`config.mk`:
```
export PLATFORM = sky130hd
export DESIGN_NAME = sbox_tower
export DESIGN_NICKNAME = d
export VERILOG_FILES = /design/src/rtl/sbox_pkg.sv /design/src/rtl/sbox_lin_map.sv /design/src/rtl/sbox_gf16_inv.sv /design/src/rtl/sbox_gf256_inv.sv /design/src/rtl/sbox_tower.sv
export SDC_FILE = /design/constraint.sdc
export NUM_CORES = 1
export LEC_CHECK = 0
export BUFFER_PORTS_ARGS = -buffer_cell sky130_fd_sc_hd__clkbuf_2
export CORE_MARGIN = 1.5
export CORE_UTILIZATION = 32
export DETAILED_ROUTE_END_ITERATION = 10
export HOLD_SLACK_MARGIN = 0.12
export SLEW_MARGIN = 20
export SYNTH_ARGS = -nofsm -noshare
export SYNTH_HDL_FRONTEND = slang
export SYNTH_HIERARCHICAL = 1
export SYNTH_SLANG_ARGS = --single-unit
```
`constraint.sdc`:
```
create_clock -name clk_i -period 0.8 [get_ports clk_i]
set_input_delay 0.04 -clock clk_i [delete_from_list [all_inputs] [get_ports clk_i]]
set_output_delay 0.04 -clock clk_i [all_outputs]
set_load 0.1 [all_outputs]
```
`src/rtl/sbox_pkg.sv`:
```
package sbox_pkg;

  typedef logic [1:0]      gf4_t;
  typedef logic [3:0]      gf16_t;
  typedef logic [7:0]      byte_t;
  typedef logic [7:0][7:0] bmat_t;  // column i = image of input bit i

  localparam byte_t AFF_C = 8'h63;

  // GF(4): x^2 + x + 1, element {b1,b0} = b1*x + b0
  function automatic gf4_t gf4_mul(input gf4_t a, input gf4_t b);
    gf4_t r;
    r[1] = (a[1] & b[1]) ^ (a[1] & b[0]) ^ (a[0] & b[1]);
    r[0] = (a[1] & b[1]) ^ (a[0] & b[0]);
    return r;
  endfunction

  // squaring equals inversion in GF(4)
  function automatic gf4_t gf4_sq(input gf4_t a);
    return {a[1], a[1] ^ a[0]};
  endfunction

  // scale by phi = x
  function automatic gf4_t gf4_phi(input gf4_t a);
    return {a[1] ^ a[0], a[1]};
  endfunction

  // GF(16) = GF(4)[y]/(y^2 + y + phi)
  function automatic gf16_t gf16_mul(input gf16_t a, input gf16_t b);
    gf4_t hh;
    gf16_t r;
    hh      = gf4_mul(a[3:2], b[3:2]);
    r[3:2]  = hh ^ gf4_mul(a[3:2], b[1:0]) ^ gf4_mul(a[1:0], b[3:2]);
    r[1:0]  = gf4_phi(hh) ^ gf4_mul(a[1:0], b[1:0]);
    return r;
  endfunction

  // smallest lambda making z^2 + z + lambda irreducible over GF(16)
  function automatic gf16_t find_lambda();
    gf16_t res;
    bit    has_root;
    res = 4'h0;
    for (int l = 15; l >= 1; l--) begin
      has_root = 1'b0;
      for (int z = 0; z < 16; z++)
        if ((gf16_mul(4'(z), 4'(z)) ^ 4'(z)) == 4'(l)) has_root = 1'b1;
      if (!has_root) res = 4'(l);
    end
    return res;
  endfunction

  localparam gf16_t TOWER_LAMBDA = find_lambda();

  // GF(256) = GF(16)[z]/(z^2 + z + lambda), elaboration use only
  function automatic byte_t tower_mul(input byte_t a, input byte_t b);
    gf16_t hh;
    byte_t r;
    hh     = gf16_mul(a[7:4], b[7:4]);
    r[7:4] = hh ^ gf16_mul(a[7:4], b[3:0]) ^ gf16_mul(a[3:0], b[7:4]);
    r[3:0] = gf16_mul(TOWER_LAMBDA, hh) ^ gf16_mul(a[3:0], b[3:0]);
    return r;
  endfunction

  // a root of x^8 + x^4 + x^3 + x + 1 inside the tower field
  function automatic byte_t find_root();
    byte_t res, c, c2, c3, c4, c8;
    res = 8'h00;
    for (int k = 255; k >= 2; k--) begin
      c  = 8'(k);
      c2 = tower_mul(c, c);
      c3 = tower_mul(c2, c);
      c4 = tower_mul(c2, c2);
      c8 = tower_mul(c4, c4);
      if ((c8 ^ c4 ^ c3 ^ c ^ 8'h01) == 8'h00) res = c;
    end
    return res;
  endfunction

  function automatic byte_t mat_apply(input bmat_t m, input byte_t v);
    byte_t acc;
    acc = 8'h00;
    for (int i = 0; i < 8; i++)
      if (v[i]) acc ^= m[i];
    return acc;
  endfunction

  function automatic bmat_t build_to_tower();
    bmat_t m;
    byte_t beta, pw;
    beta = find_root();
    pw   = 8'h01;
    for (int i = 0; i < 8; i++) begin
      m[i] = pw;
      pw   = tower_mul(pw, beta);
    end
    return m;
  endfunction

  localparam bmat_t TO_TOWER = build_to_tower();

  function automatic byte_t aff_lin(input byte_t b);
    return b ^ {b[6:0], b[7]} ^ {b[5:0], b[7:6]} ^ {b[4:0], b[7:5]} ^ {b[3:0], b[7:4]};
  endfunction

  // inverse basis change merged with the affine matrix
  function automatic bmat_t build_from_tower();
    bmat_t m;
    m = '0;
    for (int j = 0; j < 8; j++)
      for (int a = 0; a < 256; a++)
        if (mat_apply(TO_TOWER, 8'(a)) == (8'h01 << j)) m[j] = aff_lin(8'(a));
    return m;
  endfunction

  localparam bmat_t FROM_TOWER_AFF = build_from_tower();

endpackage

```
`src/rtl/sbox_lin_map.sv`:
```
module sbox_lin_map #(
  parameter int                W     = 8,
  parameter logic [W-1:0][W-1:0] COLS  = '0,
  parameter logic [W-1:0]      OFFS  = '0
) (
  input  logic [W-1:0] d_i,
  output logic [W-1:0] d_o
);
  always_comb begin
    d_o = OFFS;
    for (int i = 0; i < W; i++)
      if (d_i[i]) d_o ^= COLS[i];
  end
endmodule

```
`src/rtl/sbox_gf16_inv.sv`:
```
module sbox_gf16_inv
  import sbox_pkg::*;
(
  input  gf16_t a_i,
  output gf16_t inv_o
);
  gf4_t ah, al, d, d_inv;

  assign ah    = a_i[3:2];
  assign al    = a_i[1:0];
  assign d     = gf4_phi(gf4_sq(ah)) ^ gf4_mul(ah, al) ^ gf4_sq(al);
  assign d_inv = gf4_sq(d);
  assign inv_o = {gf4_mul(ah, d_inv), gf4_mul(ah ^ al, d_inv)};
endmodule

```
`src/rtl/sbox_gf256_inv.sv`:
```
module sbox_gf256_inv
  import sbox_pkg::*;
#(
  parameter gf16_t LAMBDA = TOWER_LAMBDA
) (
  input  byte_t a_i,
  output byte_t inv_o
);
  gf16_t ah, al, d, d_inv;

  assign ah = a_i[7:4];
  assign al = a_i[3:0];
  assign d  = gf16_mul(LAMBDA, gf16_mul(ah, ah)) ^ gf16_mul(ah, al) ^ gf16_mul(al, al);

  sbox_gf16_inv u_inv16 (
    .a_i   (d),
    .inv_o (d_inv)
  );

  assign inv_o = {gf16_mul(ah, d_inv), gf16_mul(ah ^ al, d_inv)};
endmodule

```
`src/rtl/sbox_tower.sv`:
```
module sbox_tower
  import sbox_pkg::*;
#(
  parameter bit REG_OUT = 1'b1
) (
  input  logic       clk_i,
  input  logic       rst_ni,
  input  logic [7:0] in_i,
  output logic [7:0] out_o
);
  byte_t t_in, t_inv, sb;

  sbox_lin_map #(.W(8), .COLS(TO_TOWER), .OFFS(8'h00)) u_map_in (
    .d_i (in_i),
    .d_o (t_in)
  );

  sbox_gf256_inv #(.LAMBDA(TOWER_LAMBDA)) u_inv (
    .a_i   (t_in),
    .inv_o (t_inv)
  );

  sbox_lin_map #(.W(8), .COLS(FROM_TOWER_AFF), .OFFS(AFF_C)) u_map_out (
    .d_i (t_inv),
    .d_o (sb)
  );

  generate
    if (REG_OUT) begin : g_reg
      byte_t q;
      always_ff @(posedge clk_i or negedge rst_ni) begin
        if (!rst_ni) q <= 8'h00;
        else         q <= sb;
      end
      assign out_o = q;
    end else begin : g_comb
      assign out_o = sb;
    end
  endgenerate
endmodule

```
==> out/results.ini, run 1 <==
[placed_design]
dp.cells = 333
gp_congestion = 0.769
port_buffers = 17
dp_hpwl_um = 3300
pre_cts_ws_ns = -4.03

[clock_network]
htreeDepth = 1
clock-sinks = 8
clockBufferDepth = 2
cts_root_buf = clkbuf_8
clk_pin_slew_ns = 0.04
cts_inserted_buffers = 3
tritoncts = yes

[timing]
min_period_ns = 4.48
slew_violations = 0
holdWs_ns = 0.178
setup_violations = 16
clock.fmax_mhz = 223
fin_ws_ns = -3.68
tns_ns = -29.10
rsz0062_at_grt = yes
tightest_slew_ns = 0.404
finalHoldViolCount = 0
slew_headroom = 0.729
min_period_over_period = 5.60

[critical_path]
worstPathMaxFanout = 6
cpPeakStageDelay_ns = 0.47
required_ns = 0.92
crit_arrival_ns = 4.60
cp-end-kind = flop
crit_top_cell = buf_4
path_cells = buf_6 > xnor2_2 > xnor3_2 > buf_6 > buf_4 > buf_4 > a221oi_2 > xnor2_1 > buf_4 > xnor2_4 > ha_4 > xor2_4 > xor3_2 > and4_1 > a221o_1 > nor4bb_4 > a221oi_4 > xnor2_2 > xnor2_4 > xnor2_4 > buf_4 > buf_6 > xnor2_2
slowest_stage = xnor3_2
critical_path_class = primary input to flop
cp-start-kind = primary input

[global_routing]
grt_pass1_wl_um = 7840
grt_pass1_vias = 1688
grt_max_degree = 16
grtUsageTotal = 0.159
grt_remaining_overflow = 0
antenna_found_initial = 0

[floorplanning]
start_util = 0.331
fp.dieW_um = 78.3
rows = 27
dieHeight_um = 78.3
ios = 18
core_area_um2 = 5470
die-area_um2 = 6130

[drt]
drt_iter0_markers = 51
wl_um = 4570
vias_per_cell = 4.69
dr.pass1.iters = 4
dr_total_vias = 1651
drc = 0
avgRoutedWirePerCell_um = 13.0
antenna_left = 0

[synthesis]
ys_seq_area_frac = 0.110
ys_ff_latch = 8
yosys.cell_types.count = 38
synth_nets = 217
async_flop_share = 1.00
syn_area_um2 = 1810
synth_edf_count = 0
ys.flop_type = dfrtp_1
postSynthCellCount = 196
synth_area_per_cell_um2 = 9.25
yosys_warnings = 6

[status]
violations = negative setup slack
status = finished with violations

[final_layout]
final_cell_mix = buf_4, xnor2_1, xnor2_2, nand2_1
largest_reg_flops = 8
antenna_cells = 0
final_common_cell = buf_4
finalNetCount = 302
area_delta_synth_final_pct = 75.3
fillerInstances = 484
drive_above_1_share = 0.614
fin_cells = 352

[min_path]
hold_class = primary input to async pin

[job]
cap_violations = 0

==> cell usage after synthesis (all sizes together), types with 2 or more instances <==
cell | count | area, um^2
buf | 7 | 41.3
nand2 | 15 | 56.3
a22oi | 6 | 45.0
xnor3 | 3 | 68.8
nor2 | 8 | 30.0
nor2b | 6 | 37.5
nor4bb | 2 | 20.0
xor2 | 17 | 164
nand2b | 8 | 50.1
a221oi | 3 | 32.5
a221o | 2 | 20.0
xor3 | 2 | 48.8
o211ai | 2 | 15.0
o21ai | 7 | 35.0
dfrtp | 8 | 200
xnor2 | 52 | 500
mux2 | 10 | 113
mux2i | 8 | 80.1
clkbuf | 3 | 11.3
ha | 11 | 138
nor3b | 3 | 22.5
inv | 3 | 11.3
==> metal layers <==
metal  part of all wire  up-vias  wire length [um]  track usage
met5                  0        -                 0            0
met4              0.013        0                61       0.0357
met3              0.017        4                77       0.0209
met2               0.53       18              2420        0.285
met1               0.44      795              2000        0.203
li1                   -      834                 -            -
==> layout make-up <==
type / instances / area [um^2] / share of cell area
repair buffers: 90 / 835 / 0.263
multi-input cells: 175 / 1990 / 0.625
clock buffers: 4 / 45.0 / 0.0142
inverters: 3 / 13.8 / 0.00433
well taps: 72 / 90.1 / 0.0283
flip-flops and latches: 8 / 209 / 0.0657
==> worst paths after layout <==
path                            end      from
min in group clk_i         out_o[1]  out_o[1]
setup / recovery           out_o[2]   in_i[1]
hold / removal             out_o[4]    rst_ni
max in group asynchronous  out_o[2]    rst_ni
==> worst max-delay path, delay by kind of cell <==
family	cells	cell delay [ns]
adders and majority gates	1	0.19
and+or+nand+nor	2	0.52
xor gates and xnor gates	10	2.20
AOI/OAI and AO/OA	3	0.66
buffers and inverters	7	1.00
==> per-stage QoR <==
step | util | cell area (um^2)
6_report | 0.581 | 3180
5_1_grt | 0.581 | 3180
4_1_cts | 0.554 | 3030
3_5_place_dp | 0.490 | 2680
3_3_place_gp | 0.490 | 2680
2_1_floorplan | - | 2000
==> logic make-up after synthesis <==
family                     synth area share
xor gates and xnor gates              0.431
AOI/OAI and AO/OA                     0.105
DFF                                   0.110
adders and majority gates            0.0759
muxes                                 0.106
buffers and inverters                0.0352
and+or+nand+nor                       0.136
==> what timing repair did <==
action,4_1_cts,5_1_grt
gates cloned,0,0
gates resized for setup,36,24
pin swaps,28,23
hold buffers,1,0
setup buffers,11,6
hold endpoints to repair,8,0
setup endpoints to repair,16,16
Power of run 1 is not shown: default switching activity piles up to over one toggle a cycle in this logic, so the estimate is an artifact.
==> inputs of run 2 (changes only) <==
- ABC_AREA: unset -> 1
- TNS_END_PERCENT: unset -> 20
- clock period: 0.8 -> 4.8 ns (I/O delays scaled with it)
==> out/results.ini, run 2 <==
[clock_network]
clk_pin_slew_ns = 0.04
cts_root_buf = clkbuf_8
tritoncts = yes
htreeDepth = 1
clockBufferDepth = 2
clock-sinks = 8
cts_inserted_buffers = 3

[final_layout]
final_util = 0.388
area_delta_synth_final_pct = 16.0
largest_reg_flops = 8
final_common_cell = nand2_1
postLayoutCellArea_um2 = 2840
antenna_cells = 0
finalNetCount = 538
drive_above_1_share = 0.157
fillerInstances = 812
final_cell_mix = nand2_1, inv_1, nand3_1, nand2_2, clkbuf_2
fin_cells = 614

[floorplanning]
die-area_um2 = 8200
dieHeight_um = 90.5
core_area_um2 = 7330
rows = 31
ios = 18
start_util = 0.335
fp.dieW_um = 90.5

[synthesis]
ys.flop_type = dfrtp_1
synth_most_common_cell = nand2_1
yosys_warnings = 6
ys_ff_latch = 8
synth_area_leaders = nand2_1, nand3_1, inv_1, dfrtp_1, ha_1
synthTopCellsByCount = nand2_1, inv_1, nand3_1
synth_nets = 509
synth_edf_count = 0
postSynthCellCount = 488
synth_top_cell_by_area = nand2_1
synth_top_area_share = 0.393
async_flop_share = 1.00
ys_seq_area_frac = 0.0816
syn_area_um2 = 2450
synth_area_per_cell_um2 = 5.03
yosys.cell_types.count = 19

[timing]
min_period_over_period = 0.889
finalHoldViolCount = 0
clock.fmax_mhz = 234
tightest_slew_ns = 0.540
slew_violations = 0
min_period_ns = 4.27
setup_violations = 0
slew_headroom = 0.642
fin_ws_ns = 0.531

[drt]
vias_per_cell = 4.53
drc = 0
dr.pass1.iters = 5
antenna_left = 0
wl_um = 5710
drt_iter0_markers = 98
avgRoutedWirePerCell_um = 9.31
dr_total_vias = 2783

[placed_design]
gp_congestion = 0.880
dp_hpwl_um = 4680
dp.cells = 607
pre_cts_ws_ns = 0.0944
port_buffers = 17
placed_area_um2 = 2670

[global_routing]
grtUsageTotal = 0.140
grt_pass1_vias = 2490
grt_pass1_wl_um = 10000
antenna_found_initial = 0
grt_max_degree = 17
grt_remaining_overflow = 0

[critical_path]
startpoint = in_i[2]
setup.worst_path.end = out_o[1]
worstPathMaxFanout = 9
cp-end-kind = flop
slowest_stage = clkdlybuf4s15_2
cpPeakStageDelay_ns = 0.28
critical_path_class = primary input to flop
crit_top_cell = nand2_1
required_ns = 4.90
cp-start-kind = primary input
crit_arrival_ns = 4.37

[status]
status = finished clean

[min_path]
hold_class = primary input to async pin

[job]
cap_violations = 0

run 2: area by class of cell:
cell class	count	area [um^2]	area share
Sequential cell	8	200	0.0704
Inverter	77	292	0.103
Multi-Input combinational cell	396	1990	0.699
Clock buffer	3	41.3	0.0145
Tap cell	99	124	0.0436
Timing Repair Buffer	31	200	0.0704
run 2: through the flow:
step	TNS (ns)	hold WS, ns
after floorplan	0	-0.0556
after global placement	0	0.0888
after detailed placement	0	0.0919
after CTS	0	0.395
after global routing	-0.100	0.424
final	0	0.407
run 2: worst min path at each step:
stage          cells after the start  startpoint  slack, ns        to
3_3_place_gp                       1      rst_ni       0.09  out_o[5]
2_1_floorplan                      0      rst_ni      -0.06  out_o[0]
4_1_cts                            2      rst_ni       0.40  out_o[1]
3_5_place_dp                       1      rst_ni       0.09  out_o[5]
6_report                           2      rst_ni       0.41  out_o[0]
5_1_grt                            2      rst_ni       0.42  out_o[1]
run 2: cells by family after synthesis:
family | after synthesis | share of synthesized area
buffers and inverters | 84 | 0.147
DFF | 8 | 0.0816
AOI/OAI and AO/OA | 8 | 0.0163
and+or+nand+nor | 351 | 0.606
xor gates and xnor gates | 26 | 0.0929
adders and majority gates | 11 | 0.0561
run 2: metal layers:
metal  track usage  wire length (um)  vias to the layer above
met2         0.274              2880                       28
met5             0                 0                        -
met3       0.00253               110                        4
met4        0.0265                23                        0
li1              -                 -                     1534
met1         0.169              2700                     1217
run 2: critical path, delay by kind of cell:
kind / cells / cell delay (ns)
adder cells (fa/ha/maj): 2 / 0.47
buffers and inverters: 7 / 0.89
XOR/XNOR: 2 / 0.36
AO/OA/AOI/OAI: 1 / 0.07
AND/OR/NAND/NOR: 27 / 2.35
run 2: repair_timing:
item | in CTS | in global routing
setup buffers | 0 | 2
hold endpoints to repair | 8 | 0
hold buffers | 1 | 0
resized for setup | 0 | 27
endpoints found under the setup margin | 0 | 8
Power of run 2 is left out for the same reason.
